$ cat src/rtl/itlb_lru_pkg.sv
package itlb_lru_pkg;
  localparam int CTRL_W   = 32;
  localparam int TOP_LSB  = 24;
  localparam int TOP_W    = CTRL_W - TOP_LSB;
  localparam int NUM_WAYS = 4;
  localparam int WAY_W    = $clog2(NUM_WAYS);

  // Update masks applied to the top byte of the control register.
  typedef struct packed {
    logic [TOP_W-1:0] keep;
    logic [TOP_W-1:0] set;
  } upd_mask_t;

  // Decode rule: the top byte under care must equal val.
  typedef struct packed {
    logic [TOP_W-1:0] care;
    logic [TOP_W-1:0] val;
  } vic_rule_t;

  function automatic upd_mask_t way_mask(input int way);
    upd_mask_t m;
    case (way)
      0:       begin m.keep = 8'h1F; m.set = 8'h00; end
      1:       begin m.keep = 8'hE7; m.set = 8'h80; end
      2:       begin m.keep = 8'hFB; m.set = 8'h50; end
      default: begin m.keep = 8'hFF; m.set = 8'h2C; end
    endcase
    return m;
  endfunction

  function automatic vic_rule_t way_rule(input int way);
    vic_rule_t r;
    case (way)
      0:       begin r.care = 8'hE0; r.val = 8'hE0; end
      1:       begin r.care = 8'h98; r.val = 8'h18; end
      2:       begin r.care = 8'h54; r.val = 8'h04; end
      default: begin r.care = 8'h2C; r.val = 8'h00; end
    endcase
    return r;
  endfunction
endpackage

$ cat src/rtl/itlb_lru_update.sv
module itlb_lru_update
  import itlb_lru_pkg::*;
#(
  parameter int W     = CTRL_W,
  parameter int SHIFT = TOP_LSB,
  parameter int WAYS  = NUM_WAYS,
  localparam int IW   = $clog2(WAYS)
) (
  input  logic [W-1:0]  cur,
  input  logic [IW-1:0] way,
  output logic [W-1:0]  nxt
);
  localparam int HW = W - SHIFT;

  logic [HW-1:0] cand [WAYS];

  for (genvar g = 0; g < WAYS; g++) begin : g_way
    localparam upd_mask_t M = way_mask(g);
    assign cand[g] = (cur[W-1:SHIFT] & M.keep) | M.set;
  end

  assign nxt = {cand[way], cur[SHIFT-1:0]};
endmodule

$ cat src/rtl/itlb_lru_decode.sv
module itlb_lru_decode
  import itlb_lru_pkg::*;
#(
  parameter int HW   = TOP_W,
  parameter int WAYS = NUM_WAYS,
  localparam int IW  = $clog2(WAYS)
) (
  input  logic [HW-1:0] top,
  output logic [IW-1:0] way
);
  logic [WAYS-1:0] hit;

  for (genvar g = 0; g < WAYS; g++) begin : g_rule
    localparam vic_rule_t R = way_rule(g);
    assign hit[g] = (top & R.care) == R.val;
  end

  // Lowest matching way wins; no match falls back to way 0.
  always_comb begin
    way = '0;
    for (int i = WAYS - 1; i >= 0; i--) begin
      if (hit[i]) way = IW'(i);
    end
  end
endmodule

$ cat src/rtl/itlb_lru_tracker.sv
module itlb_lru_tracker
  import itlb_lru_pkg::*;
#(
  parameter int W     = CTRL_W,
  parameter int SHIFT = TOP_LSB,
  parameter int WAYS  = NUM_WAYS,
  localparam int IW   = $clog2(WAYS)
) (
  input  logic          clk,
  input  logic          rst,
  input  logic          hit_vld,
  input  logic [IW-1:0] hit_idx,
  input  logic          fill_req,
  output logic [IW-1:0] victim,
  input  logic          csr_we,
  input  logic [W-1:0]  csr_wdata,
  output logic [W-1:0]  csr_rdata
);
  logic [W-1:0]  ctrl_q;
  logic [IW-1:0] vic_q;
  logic [IW-1:0] dec_way;
  logic [IW-1:0] upd_way;
  logic [W-1:0]  upd_val;

  itlb_lru_decode #(.HW(W - SHIFT), .WAYS(WAYS)) u_dec (
    .top (ctrl_q[W-1:SHIFT]),
    .way (dec_way)
  );

  // A fill marks its own victim as used; otherwise the hit way is used.
  assign upd_way = fill_req ? dec_way : hit_idx;

  itlb_lru_update #(.W(W), .SHIFT(SHIFT), .WAYS(WAYS)) u_upd (
    .cur (ctrl_q),
    .way (upd_way),
    .nxt (upd_val)
  );

  always_ff @(posedge clk) begin
    if (rst) begin
      ctrl_q <= '0;
      vic_q  <= '0;
    end else begin
      if (fill_req) vic_q <= dec_way;
      if (csr_we)                   ctrl_q <= csr_wdata;
      else if (fill_req || hit_vld) ctrl_q <= upd_val;
    end
  end

  assign csr_rdata = ctrl_q;
  assign victim    = vic_q;

  p_write_load_r2: assert property (@(posedge clk) disable iff (rst)
    csr_we |=> csr_rdata == $past(csr_wdata));

  p_low_keep_r4: assert property (@(posedge clk) disable iff (rst)
    !csr_we |=> csr_rdata[25:0] == $past(csr_rdata[25:0]));

  p_hit0_clear_r3: assert property (@(posedge clk) disable iff (rst)
    (hit_vld && hit_idx == 2'd0 && !fill_req && !csr_we) |=> csr_rdata[31:29] == 3'b000);

  p_hit3_set_r3: assert property (@(posedge clk) disable iff (rst)
    (hit_vld && hit_idx == 2'd3 && !fill_req && !csr_we)
      |=> (csr_rdata[29] && csr_rdata[27] && csr_rdata[26]));

  p_fill_mru_r7: assert property (@(posedge clk) disable iff (rst)
    (fill_req && !csr_we) |=> (victim != 2'd0 || csr_rdata[31:29] == 3'b000));

  p_idle_hold_r10: assert property (@(posedge clk) disable iff (rst)
    (!csr_we && !hit_vld && !fill_req) |=> $stable(csr_rdata));

  p_victim_hold_r7: assert property (@(posedge clk) disable iff (rst)
    !fill_req |=> $stable(victim));
endmodule

$ cat config.mk
export PLATFORM = sky130hd
export DESIGN_NAME = itlb_lru_tracker
export DESIGN_NICKNAME = d
export VERILOG_FILES = /design/src/rtl/itlb_lru_pkg.sv /design/src/rtl/itlb_lru_update.sv /design/src/rtl/itlb_lru_decode.sv /design/src/rtl/itlb_lru_tracker.sv
export SDC_FILE = /design/constraint.sdc
export NUM_CORES = 1
export LEC_CHECK = 0
export ABC_AREA = 0
export BUFFER_PORTS_ARGS = -buffer_cell sky130_fd_sc_hd__buf_2
export CAP_MARGIN = 20
export CORE_ASPECT_RATIO = 1.4
export CORE_MARGIN = 1
export CORE_UTILIZATION = 35
export DETAILED_ROUTE_END_ITERATION = 7
export SLEW_MARGIN = 20
export SYNTH_ARGS = -nofsm -noshare
export SYNTH_HDL_FRONTEND = slang
export SYNTH_HIERARCHICAL = 1
export SYNTH_SLANG_ARGS = --single-unit
$ cat constraint.sdc
create_clock -name clk -period 1.8 [get_ports clk]
set_clock_uncertainty 0.1 [all_clocks]
set_input_delay 0.36 -clock clk [delete_from_list [all_inputs] [get_ports clk]]
set_output_delay 0.36 -clock clk [all_outputs]
set_load 0.01 [all_outputs]
==> reports/metrics.cfg <==
[cells_and_area]
antennaDiodeCount = 0
num-fill-cells = 551
final_util_pct = 44.3
drive_gt1_share_pct = 42.9
fin_area_sq_mm = 0.00232
stdcell_count = 320
area_delta_synth_final_pct = 20.5
layout.nets = 292

[clock_network]
root_buffer = clkbuf_8
clockBufferDepth = 2
cts_tree = yes
post_cts_buffers = 0
clock-sinks = 34
h-tree-depth = 2
clk_latency_ns = 0.28
clk_transition_reported_paths_ns = 0.07
cts-buffers-inserted = 5

[global_route]
grt_pass1_wl_mm = 7.47
first_global_vias = 1573
grt_max_degree = 46
grt_overflow = 0
track_usage_pct = 16.2
antenna_found_initial = 0

[floorplan]
die_area_sq_mm = 0.00580
start_util_pct = 36.7
io_pins = 73
std_cell_rows = 31
die_w_um = 64.6
core_sq_mm = 0.00524
die_h_um = 89.7

[timing]
drv_slew = 0
slew_headroom_pct = 53.7
period_share_pct = 93.2
worst_slew_pin_slew_ns = 0.694
setup_viol = 0
max_clock_freq_mhz = 596
rsz0062_at_grt = no
min_period_ns = 1.68
tns_ns = 0
finalHoldViolations = 0

[routing]
totalWireLength_mm = 4.50
drt_iter0_drc = 74
vias = 1677
viasPerCell = 5.24
firstDrtPassIters = 4
wire_per_inst_um = 14.1
drc_errors = 0
antenna_left = 0

[power_and_ir_drop]
power_frac_comb_pct = 22.3
p_leak_nw = 1.06
pwr-share-clk_pct = 34.5
p_per_area_mw_per_mm2 = 862
p_seq_share_pct = 43.2
vdd_drop_max_v = 0.000451
internal_power_mw = 1.44
switching_share_pct = 27.8
switching_power_mw = 0.556

[synthesis]
synth_mux_area_share_pct = 17.2
synth_top_family_by_area = buffers and inverters
synth_xor_area_share_pct = 0
ys_warn_count = 6
synth-edff-count = 0
syn_area_sq_mm = 0.00192
synth_ff_type = dfxtp_1
ys_ff_latch = 34
seq_area_frac_synth_pct = 35.4
synth_top_area_share_pct = 35.4
synth_area_leader_cell = dfxtp_1
synth_compound_area_share_pct = 15.7
post_synth.cell_area_avg_sq_um = 9.34
synthTopCellsByArea = dfxtp_1 (35%), mux2i_1 (17%), a211oi_1 (12%)
ys_async_sr_fraction_pct = 0
synth_simple_gate_area_share_pct = 12.9
synthDistinctLibCells = 24
yosys.area_share.adder_pct = 1.11
syn_inst = 206
syn_nets = 245

[placed_design]
place_area_sq_mm = 0.00219
gp_congestion = 0.814
numPlacedInstances = 312
port_buffers = 72
hpwl_mm = 3.03

[worst_hold_path]
min_path_type = in2reg
min_from = csr_wdata[16]
hold_end = csr_rdata[16]
hold_path_depth = 3

[critical_path]
crit_family = compound AO/OA/AOI/OAI gates
critPathArrivalTime_ns = 1.72
r2r_cells = 7
crit_chain = nor3_2 -> a31o_2 -> nand2_2 -> o21ai_4 -> maj3_1 -> mux2i_1 -> a211oi_2
r2r-end = csr_rdata[29]
slowest_delay_ns = 0.37
criticalPathCategory = reg2reg
crit_path_start_kind = register
path_buf_inv = 0
cpMaxStageDelayCell = dfxtp_1
reg2reg_slack_ns = 0.12
end_kind = register
r2r_start = csr_rdata[29]
critical_path_peak_fanout = 4
cp.required_ns = 1.84

[run]
max_cap_violations = 0

[outcome]
status = completed

## metal layers
metal  global-route usage (%)  part of all wire, %  up-vias
met5                        0                    0        -
met4                     6.11                  1.6        0
met3                     3.81                  4.1        4
met2                     25.6                   49       40
met1                     21.2                   46      785
li1                         -                    -      848
## how the worst max path moves through the flow
| stage | to | from | cells after the start |
|---|---|---|---|
| 2_1_floorplan | csr_rdata[30] | fill_req | 7 |
| 3_3_place_gp | csr_rdata[30] | csr_rdata[27] | 7 |
| 3_5_place_dp | csr_rdata[26] | csr_rdata[27] | 9 |
| 4_1_cts | csr_rdata[28] | csr_rdata[27] | 7 |
| 5_1_grt | csr_rdata[26] | csr_rdata[29] | 9 |
| 6_report | csr_rdata[29] | csr_rdata[29] | 7 |
## power groups by stage
stage | sequential, mW | combinational [mW] | clock [mW]
after floorplan | 0.909 | 0.285 | 0
after global placement | 0.877 | 0.433 | 0
after detailed placement | 0.879 | 0.437 | 0
after CTS | 0.862 | 0.441 | 0.715
after global routing | 0.871 | 0.489 | 0.743
final | 0.862 | 0.446 | 0.689
## timing repair
| action | in CTS | in global routing |
|---|---|---|
| cloned | 0 | 0 |
| hold buffers | 0 | 0 |
| endpoints found under the setup margin | 1 | 6 |
| gates resized for setup | 1 | 5 |
| pin swaps | 0 | 2 |
## registers in the layout (all words and copies together) (netlist names)
register   cells
csr_rdata     32
victim         2
## tightest hold or removal path, cell delays in order
cell and delay [ns]:
buf_2 0.09, mux2i_1 0.12, a211oi_1 0.08
## stage by stage
| step | hold slack (ns) | setup WS [ns] | power, mW |
|---|---|---|---|
| floorplan | 0.394 | 0.0461 | 1.19 |
| global placement | 0.364 | 0.0774 | 1.31 |
| detailed placement | 0.367 | 0.0118 | 1.32 |
| CTS | 0.316 | 0.0600 | 2.02 |
| global route | 0.333 | 0.00225 | 2.10 |
| finish | 0.321 | 0.122 | 2.00 |
## cells in the final DEF, fill, tap and decap left out, types with 3 or more instances in the layout
cell type   n
buf_4      16
a211oi_1   30
mux2i_1    32
nand2_1     3
buf_2      72
dfxtp_1    33
nor4_1     32
inv_1       5
clkbuf_8    5
## area by class of cell
cell class              count  area [sq um]  share of cell area (%)
well taps                  66          82.6                    3.56
clock buffers               5          68.8                    2.97
flip-flops and latches     34           682                    29.4
inverters                   6          22.5                   0.972
clock inverters             3          40.0                    1.73
multi-input cells         117           921                    39.7
repair buffers             89           500                    21.6
## synth_stat cells (2+ instances only)
master and count:
a211oi_2 2, inv_1 5, a21oi_1 2, dfxtp_1 34, buf_2 6, mux2i_1 32
o21ai_0 5, clkbuf_1 12, a211oi_1 30, nand2b_1 2, nor4_1 32, buf_4 27
buf_6 3, nand2_1 4
## cells by family after synthesis
group,Yosys count
multiplexers,33
buffers and inverters,55
adder cells (fa/ha/maj),2
AO/OA/AOI/OAI,41
AND/OR/NAND/NOR,41
flip-flops,34
No activity file was read; power rests on OpenSTA's default activity.
